$ cat src/rtl/lpm_pkg.sv
package lpm_pkg;

    typedef enum logic [2:0] {
        LP_NORMAL  = 3'd0,
        LP_STOPGNT = 3'd1,
        LP_SLEEP   = 3'd2,
        LP_DEEP    = 3'd3,
        LP_SETTLE  = 3'd4
    } lp_state_e;

    // sideband vector positions
    localparam int SIG_STOP    = 0;
    localparam int SIG_SLEEP   = 1;
    localparam int SIG_DEEP    = 2;
    localparam int SIG_CLKSTOP = 3;
    localparam int SIG_RST     = 4;
    localparam int NUM_SIG     = 5;

    // violation bit positions; code = position + 1, lowest wins
    localparam int V_SLEEP_SEQ = 0;
    localparam int V_DEEP_SEQ  = 1;
    localparam int V_QUIET     = 2;
    localparam int V_DORMANT   = 3;
    localparam int V_SNOOP     = 4;
    localparam int V_EARLY     = 5;
    localparam int V_PAIR      = 6;
    localparam int V_RSTWARN   = 7;
    localparam int NUM_VIOL    = 8;
    localparam int CODE_W      = 4;

endpackage

$ cat src/rtl/lpm_edges.sv
module lpm_edges #(
    parameter int W = 4
) (
    input  logic         clk,
    input  logic         rst_n,
    input  logic [W-1:0] sig,
    output logic [W-1:0] rise,
    output logic [W-1:0] fall
);
    logic [W-1:0] prev_q;

    for (genvar i = 0; i < W; i++) begin : g_bit
        always_ff @(posedge clk) begin
            if (!rst_n) prev_q[i] <= 1'b0;
            else        prev_q[i] <= sig[i];
        end
        assign rise[i] = sig[i] & ~prev_q[i];
        assign fall[i] = ~sig[i] & prev_q[i];
    end
endmodule

$ cat src/rtl/lpm_settle_timer.sv
module lpm_settle_timer #(
    parameter int CLKS_PER_US = 200,
    parameter int SETTLE_US   = 30
) (
    input  logic clk,
    input  logic rst_n,
    input  logic start,
    input  logic run,
    output logic us_tick,
    output logic done
);
    localparam int PW = (CLKS_PER_US > 1) ? $clog2(CLKS_PER_US) : 1;
    localparam int UW = (SETTLE_US > 1) ? $clog2(SETTLE_US) : 1;

    logic [PW-1:0] pre_q;
    logic [UW-1:0] us_q;

    assign us_tick = (pre_q == PW'(CLKS_PER_US - 1));
    assign done    = run && us_tick && (us_q == UW'(SETTLE_US - 1));

    always_ff @(posedge clk) begin
        if (!rst_n) begin
            pre_q <= '0;
            us_q  <= '0;
        end else if (start) begin
            pre_q <= '0;
            us_q  <= '0;
        end else begin
            pre_q <= us_tick ? '0 : pre_q + 1'b1;
            if (run && us_tick) us_q <= us_q + 1'b1;
        end
    end
endmodule

$ cat src/rtl/lpm_err_log.sv
module lpm_err_log
    import lpm_pkg::*;
#(
    parameter int N = NUM_VIOL
) (
    input  logic              clk,
    input  logic              rst_n,
    input  logic              clr,
    input  logic [N-1:0]      viol,
    output logic [N-1:0]      flags,
    output logic [CODE_W-1:0] code
);
    logic [CODE_W-1:0] first_code;

    always_comb begin
        first_code = '0;
        for (int i = N - 1; i >= 0; i--) begin
            if (viol[i]) first_code = CODE_W'(i + 1);
        end
    end

    always_ff @(posedge clk) begin
        if (!rst_n || clr) begin
            flags <= '0;
            code  <= '0;
        end else begin
            flags <= flags | viol;
            if (code == '0) code <= first_code;
        end
    end
endmodule

$ cat src/rtl/lpm_monitor.sv
module lpm_monitor
    import lpm_pkg::*;
#(
    parameter int CLKS_PER_US = 200,
    parameter int SETTLE_US   = 30
) (
    input  logic                clk,
    input  logic                rst_n,
    input  logic                clr_err,
    input  logic                stop_req,
    input  logic                stop_ack,
    input  logic                sleep_req,
    input  logic                deep_req,
    input  logic                clkstop_req,
    input  logic                mon_reset,
    input  logic                snoop,
    input  logic                bus_act,
    output logic [2:0]          lp_state,
    output logic                us_tick,
    output logic [NUM_VIOL-1:0] err_flags,
    output logic [CODE_W-1:0]   err_code
);
    logic [NUM_SIG-1:0]  sig_now, sig_rise, sig_fall, sig_tog;
    logic [NUM_VIOL-1:0] viol;
    lp_state_e           state_q, state_d;
    logic                warn_q, warn_d;
    logic                settle_start, settle_run, settle_done;
    logic                in_quiet, in_dormant, in_lowpow;

    assign sig_now = {mon_reset, clkstop_req, deep_req, sleep_req, stop_req};

    lpm_edges #(.W(NUM_SIG)) u_edges (
        .clk  (clk),
        .rst_n(rst_n),
        .sig  (sig_now),
        .rise (sig_rise),
        .fall (sig_fall)
    );
    assign sig_tog = sig_rise | sig_fall;

    assign settle_run   = (state_q == LP_SETTLE);
    assign settle_start = (state_q == LP_DEEP) && (state_d == LP_SETTLE);

    lpm_settle_timer #(.CLKS_PER_US(CLKS_PER_US), .SETTLE_US(SETTLE_US)) u_timer (
        .clk    (clk),
        .rst_n  (rst_n),
        .start  (settle_start),
        .run    (settle_run),
        .us_tick(us_tick),
        .done   (settle_done)
    );

    // next-state logic
    always_comb begin
        state_d = state_q;
        warn_d  = 1'b0;
        if (mon_reset) begin
            state_d = LP_NORMAL;
            warn_d  = sig_rise[SIG_RST] &&
                      (state_q inside {LP_SLEEP, LP_DEEP, LP_SETTLE});
        end else begin
            unique case (state_q)
                LP_NORMAL:  if (stop_req && stop_ack) state_d = LP_STOPGNT;
                LP_STOPGNT: if (sig_rise[SIG_SLEEP])  state_d = LP_SLEEP;
                            else if (!stop_req)       state_d = LP_NORMAL;
                LP_SLEEP:   if (sig_rise[SIG_DEEP])   state_d = LP_DEEP;
                            else if (sig_fall[SIG_SLEEP]) state_d = LP_STOPGNT;
                LP_DEEP:    if (sig_fall[SIG_DEEP])   state_d = LP_SETTLE;
                LP_SETTLE:  if (sig_fall[SIG_SLEEP])  state_d = LP_STOPGNT;
                            else if (settle_done)     state_d = LP_SLEEP;
                default:    state_d = LP_NORMAL;
            endcase
        end
    end

    // state register
    always_ff @(posedge clk) begin
        if (!rst_n) begin
            state_q <= LP_NORMAL;
            warn_q  <= 1'b0;
        end else begin
            state_q <= state_d;
            warn_q  <= warn_d;
        end
    end

    // violation outputs
    assign in_quiet   = (state_q == LP_SLEEP) || (state_q == LP_SETTLE);
    assign in_dormant = (state_q == LP_DEEP);
    assign in_lowpow  = in_quiet || in_dormant;

    always_comb begin
        viol            = '0;
        viol[V_RSTWARN] = warn_q && (stop_req || sleep_req);
        viol[V_PAIR]    = sig_tog[SIG_DEEP] ^ sig_tog[SIG_CLKSTOP];
        if (!mon_reset) begin
            viol[V_SLEEP_SEQ] = sig_rise[SIG_SLEEP] && (state_q != LP_STOPGNT);
            viol[V_DEEP_SEQ]  = sig_rise[SIG_DEEP] && (state_q != LP_SLEEP);
            viol[V_QUIET]     = in_quiet && (bus_act || sig_tog[SIG_STOP]);
            viol[V_DORMANT]   = in_dormant &&
                                (bus_act || sig_tog[SIG_STOP] || sig_tog[SIG_SLEEP]);
            viol[V_SNOOP]     = in_lowpow && snoop;
            viol[V_EARLY]     = settle_run && sig_fall[SIG_SLEEP];
        end
    end

    lpm_err_log #(.N(NUM_VIOL)) u_log (
        .clk  (clk),
        .rst_n(rst_n),
        .clr  (clr_err),
        .viol (viol),
        .flags(err_flags),
        .code (err_code)
    );

    assign lp_state = state_q;
endmodule

$ cat config.mk
export PLATFORM = sky130hd
export DESIGN_NAME = lpm_monitor
export DESIGN_NICKNAME = d
export VERILOG_FILES = /design/src/rtl/lpm_pkg.sv /design/src/rtl/lpm_edges.sv /design/src/rtl/lpm_settle_timer.sv /design/src/rtl/lpm_err_log.sv /design/src/rtl/lpm_monitor.sv
export SDC_FILE = /design/constraint.sdc
export NUM_CORES = 1
export LEC_CHECK = 0
export ABC_AREA = 1
export CAP_MARGIN = 20
export CORE_ASPECT_RATIO = 0.7
export CORE_MARGIN = 3
export CORE_UTILIZATION = 48
export CTS_CLUSTER_DIAMETER = 100
export DETAILED_ROUTE_END_ITERATION = 8
export GPL_ROUTABILITY_DRIVEN = 0
export PLACE_DENSITY_LB_ADDON = 0.25
export SKIP_CTS_REPAIR_TIMING = 1
export SLEW_MARGIN = 20
export SYNTH_ARGS = -nofsm -noshare
export SYNTH_HDL_FRONTEND = slang
export SYNTH_SLANG_ARGS = --single-unit
$ cat constraint.sdc
create_clock -name clk -period 1.6 [get_ports clk]
set_clock_uncertainty 0.1 [all_clocks]
set_input_delay 0.32 -clock clk [delete_from_list [all_inputs] [get_ports clk]]
set_output_delay 0.32 -clock clk [all_outputs]
set_load 0.02 [all_outputs]
==> results of run 1 <==
sequential cells by signal, indices dropped and copies added, names as in the netlist:
name            cells
u_log.flags         8
u_timer.us_q        5
u_log.code          4
u_edges.prev_q      5
lp_state            3
u_timer.pre_q       8
warn_q              1
per-layer routing:
metal | GRT usage | vias to the layer above | share of wire
met2 | 0.255 | 41 | 0.43
met3 | 0.0566 | 6 | 0.065
li1 | - | 802 | -
met1 | 0.268 | 697 | 0.49
met5 | 0 | - | 0
met4 | 0.0914 | 0 | 0.018
area by class of cell:
type | instances | area (sq um)
clock buffers | 6 | 82.6
fillers | 235 | 782
inverters | 40 | 155
multi-input cells | 136 | 970
flip-flops and latches | 34 | 689
well taps | 47 | 58.8
repair buffers | 60 | 559
synth_stat cells:
master / instances / share of area
a21oi_1: 18 / 0.052
a21oi_2: 1 / 0.0051
a31oi_1: 1 / 0.0036
a41oi_1: 1 / 0.0051
and3_1: 1 / 0.0036
buf_4: 1 / 0.0044
clkbuf_1: 1 / 0.0022
clkinv_4: 1 / 0.0051
dfxtp_1: 34 / 0.39
ha_1: 7 / 0.051
inv_1: 38 / 0.083
inv_2: 1 / 0.0022
nand2_1: 28 / 0.061
nand2_2: 5 / 0.018
nand2_4: 3 / 0.020
nand3_1: 15 / 0.044
nand3_2: 3 / 0.017
nand3_4: 1 / 0.010
nand3b_1: 1 / 0.0044
nand3b_4: 1 / 0.012
nand4_1: 3 / 0.011
nand4_4: 1 / 0.012
nor2_1: 13 / 0.028
nor2_2: 8 / 0.029
nor2_4: 2 / 0.013
nor2_8: 1 / 0.012
nor3_1: 2 / 0.0058
nor3_4: 1 / 0.0094
nor3b_1: 1 / 0.0044
nor4_1: 2 / 0.0073
o211ai_1: 1 / 0.0044
o21ai_0: 2 / 0.0058
o21bai_1: 2 / 0.0087
o22ai_1: 1 / 0.0036
or2_2: 2 / 0.0073
xnor2_1: 2 / 0.010
xor2_1: 6 / 0.030
where the power goes:
part | internal (uW) | switching (uW)
combinational | 131 | 134
sequential | 871 | 19.2
clock | 331 | 287
kinds of logic (layout without fill, tap and decap cells):
logic type / Yosys count / in the layout
xor gates and xnor gates: 8 / 8
and+or+nand+nor: 94 / 94
adders and majority gates: 7 / 7
DFF: 34 / 34
AOI/OAI and AO/OA: 27 / 27
buffers and inverters: 42 / 106
worst min-delay path, delay by kind of cell:
kind	cells	cell delay (ns)
and+or+nand+nor	1	0.04
buffers and inverters	3	0.29
worst max-delay path by stage:
stage / startpoint / to / slack, ns / cells past startpoint
finish: u_timer.pre_q[0] / us_tick / 0.007 / 4
global route: u_timer.pre_q[0] / u_timer.pre_q[5] / -0.09 / 10
CTS: u_timer.pre_q[0] / us_tick / -0.52 / 4
detailed placement: deep_req / u_log.code[0] / -0.53 / 16
global placement: deep_req / u_log.code[0] / -0.47 / 16
floorplan: u_timer.pre_q[0] / u_timer.pre_q[0] / 0.02 / 9
through the flow:
stage | hold slack [ns] | setup WS, ns
floorplan | 0.273 | 0.0184
global placement | 0.282 | -0.471
detailed placement | 0.284 | -0.534
CTS | 0.293 | -0.520
global route | 0.316 | -0.0896
finish | 0.291 | 0.00651
==> impl_metrics.ini, run 1 <==
[outcome]
status = finished, final reports clean

[synth]
syn_area_sq_um = 1720
synthXorXnorAreaFrac = 0.0406
syn-num-nets = 230
synth_fa_ha_area_frac = 0.0508
synth_top_family_by_area = simple AND/OR/NAND/NOR gates
synth_simple_gate_area_frac = 0.329
synth-compound-area-share = 0.0885
syn_area_per_cell_sq_um = 8.13
yosys_warnings = 0
ys_seq_elements = 34
yosysUniqueCellTypes = 37
synth_cells = 212
synthMuxAreaShare = 0
ys_seq_area_frac = 0.395

[floorplanning]
floorplan.initialDensity = 0.523
fp.dieH_um = 56.1
core.rowCount = 17
dieArea_sq_um = 4360
io_pins = 27
die_w_um = 77.6
core_sq_um = 3300

[min_path]
holdPathStages = 4
worstHoldPathType = input pin to register
hold_end = u_edges.prev_q[2]
min_from = deep_req

[sta]
slew_violations = 0
period_minus_slack_ns = 1.59
setup_viol = 0
hold_viol_final = 0
finalCritPeriodShare = 0.996
clock.fmax_mhz = 628
worstMarginPinSlew_ns = 0.367
max-slew-margin-rel = 0.755
rsz0062_at_grt = yes
tns_ns = 0

[cts]
clockBufferDepth = 2
htreeDepth = 2
cts_root_buf = clkbuf_8
cts_sinks = 34
cts_tree = yes
cts_buffers = 5
worstSkewPairLatency_ns = 0.29
clk_pin_slew_worst_paths_ns = 0.06

[route]
via_per_inst = 4.79
wire_per_inst_um = 12.3
drc_errors = 0
dr.pass1.iters = 4
route.vias.total = 1546
first_iter_violations = 97
ant_nets = 0
totalWireLength_mm = 3.96

[cells_and_area]
finish.utilization = 0.763
fin_nets = 295
layout_commonest_cell = inv_1
final_cell_area_sq_um = 2510
antennaDiodeCount = 0
drive_gt1_frac = 0.348
layout_common_cells = inv_1 (35), buf_4 (33), dfxtp_1 (27)
final_cells = 323
syn_to_final_growth_pct = 45.9

[global_routing]
grt_usage = 0.188
grt_max_degree = 12
grt_first_pass_wirelength_mm = 6.41
antenna_found_initial = 0
grt-ovfl-total = 0
grt_pass1_vias = 1398

[critical_path]
critical_path_class = register to primary output
timing.rr.start = u_edges.prev_q[2]
slowest_stage = dfxtp_2
required_ns = 1.18
path_max_fanout = 2
r2r-end = u_log.code[1]
regToRegSetupSlack_ns = 0.02
critPathBufInv = 1
reg2reg_depth = 9
max_stage_delay_ns = 0.36
cp-start-kind = register
crit_chain = ha_4, nand4_4, nor2_8, clkbuf_2
path_delay_family = flip-flops
arrival_ns = 1.17
cp-end-kind = primary output

[job]
maxCapViolations = 0

[pwr]
p_total_uw = 1770
p_per_area_nw_per_um2 = 705
vdd_ir_drop_max_v = 0.000773
leakage_uw = 0.00137

[placement]
placed_area_sq_um = 2260
dpl.hpwl_mm = 2.73
io_buffers = 26
dpl.cell_count = 313
(Power assumes the default switching activity.)
==> run 2: changes to the inputs <==
Settings changed: ABC_CLOCK_PERIOD_IN_PS from default to 1600, SKIP_LAST_GASP from default to 1.
==> impl_metrics.ini, run 2 (synthesis results as in run 1) <==
[outcome]
status = finished, violations left
violations = negative setup slack

[global_routing]
grt_first_pass_wirelength_mm = 6.41
grt-ovfl-total = 0
grt_usage = 0.188
grt_pass1_vias = 1398
grt_max_degree = 12
antenna_found_initial = 0

[cts]
cts_tree = yes
cts_buffers = 5
cts_root_buf = clkbuf_8
worstSkewPairLatency_ns = 0.29
htreeDepth = 2
cts_sinks = 34
clockBufferDepth = 2
clk_pin_slew_worst_paths_ns = 0.06

[critical_path]
required_ns = 1.18
r2r-end = u_log.code[1]
reg2reg_depth = 9
critPathBufInv = 1
critical_path_class = register to primary output
path_max_fanout = 2
cp-start-kind = register
slowest_stage = dfxtp_2
path_delay_family = flip-flops
cp-end-kind = primary output
arrival_ns = 1.23
regToRegSetupSlack_ns = 0.02
max_stage_delay_ns = 0.36
timing.rr.start = u_edges.prev_q[2]
crit_chain = ha_4, nand4_4, nor2_8, dlymetal6s2s_1

[route]
dr.pass1.iters = 4
route.vias.total = 1550
via_per_inst = 4.80
totalWireLength_mm = 3.96
wire_per_inst_um = 12.3
first_iter_violations = 86
ant_nets = 0
drc_errors = 0

[cells_and_area]
finish.utilization = 0.765
layout_commonest_cell = inv_1
reg_top3 = u_log.flags (8), u_timer.pre_q (8)
final_cells = 323
layout_common_cells = inv_1 (35), buf_4 (33), dfxtp_1 (27)
drive_gt1_frac = 0.344
final_cell_area_sq_um = 2520
fillers = 234
antennaDiodeCount = 0
syn_to_final_growth_pct = 46.3
fin_nets = 295

[job]
maxCapViolations = 0

[sta]
worstMarginPinSlew_ns = 0.369
hold_viol_final = 0
period_minus_slack_ns = 1.65
finalCritPeriodShare = 1.03
clock.fmax_mhz = 607
setup_viol = 1
slew_violations = 0
setup_ws_ns = -0.0468
max-slew-margin-rel = 0.754
rsz0062_at_grt = yes

[min_path]
holdPathStages = 4
min_from = deep_req
hold_end = u_edges.prev_q[2]
worstHoldPathType = input pin to register

[placement]
dpl.cell_count = 313
io_buffers = 26
placed_area_sq_um = 2260
dpl.hpwl_mm = 2.73

[pwr]
pwr-share-seq = 0.502
leakage_uw = 0.00139
p_sw_frac = 0.248
pwr-share-clk = 0.349
vdd_ir_drop_max_v = 0.000773
p_switching_uw = 440
intPower_uw = 1330
p_total_uw = 1770
combPwrFrac = 0.149
p_per_area_nw_per_um2 = 703

[floorplanning]
floorplan.initialDensity = 0.523
core_sq_um = 3300
die_w_um = 77.6
io_pins = 27
dieArea_sq_um = 4360
core.rowCount = 17
fp.dieH_um = 56.1
-- run 2: cell count changes in the layout (fill, tap and decap cells not counted) --
cell | previous run | this run
dlymetal6s2s_1 | 18 | 19
clkbuf_2 | 1 | 0
-- run 2: worst max-delay path by stage --
stage                                 from          endpoint  slack, ns  depth (start not counted)
after floorplan           u_timer.pre_q[0]  u_timer.pre_q[0]       0.02                          9
after global placement            deep_req     u_log.code[0]      -0.47                         16
after detailed placement          deep_req     u_log.code[0]      -0.53                         16
after CTS                 u_timer.pre_q[0]           us_tick      -0.52                          4
after global routing      u_timer.pre_q[0]           us_tick      -0.11                          4
final                     u_timer.pre_q[0]           us_tick      -0.05                          4
-- run 2: worst reg2reg max path, stage by stage, from the launching register on --
cell and delay, ns:
dfxtp_2 0.34, ha_4 0.28, inv_2 0.03, nand2_2 0.07, nand2_2 0.06, nand2_2 0.07, nand3_1 0.10, and3_1 0.19
o21bai_1 0.14, a21oi_1 0.08
-- run 2: final cells by class --
| class | instances | area, sq um | share of cell area |
|---|---|---|---|
| multi-input cells | 136 | 970 | 0.384 |
| flip-flops and latches | 34 | 689 | 0.273 |
| repair buffers | 60 | 567 | 0.225 |
| inverters | 40 | 155 | 0.0615 |
| clock buffers | 6 | 82.6 | 0.0327 |
| well taps | 47 | 58.8 | 0.0233 |
-- run 2: per-layer routing --
metal,wire [um],vias up,GRT usage
met5,0,-,0
met4,70,0,0.0914
met3,262,6,0.0566
met2,1700,41,0.255
met1,1930,701,0.268
li1,-,802,-
-- run 2: power by group through the flow --
stage / combinational (uW) / clock (uW) / sequential [uW]
after detailed placement: 232 / 0 / 903
after global placement: 229 / 0 / 902
after global routing: 291 / 676 / 892
final: 265 / 618 / 890
after CTS: 235 / 636 / 884
after floorplan: 115 / 0 / 914
-- run 2: through the flow --
stage                     setup slack [ns]  hold slack, ns  TNS, ns
after floorplan                     0.0184           0.273        0
after global placement              -0.471           0.282    -6.30
after detailed placement            -0.534           0.284    -6.97
after CTS                           -0.520           0.293    -3.40
after global routing                -0.105           0.316   -0.804
final                              -0.0468           0.289  -0.0468
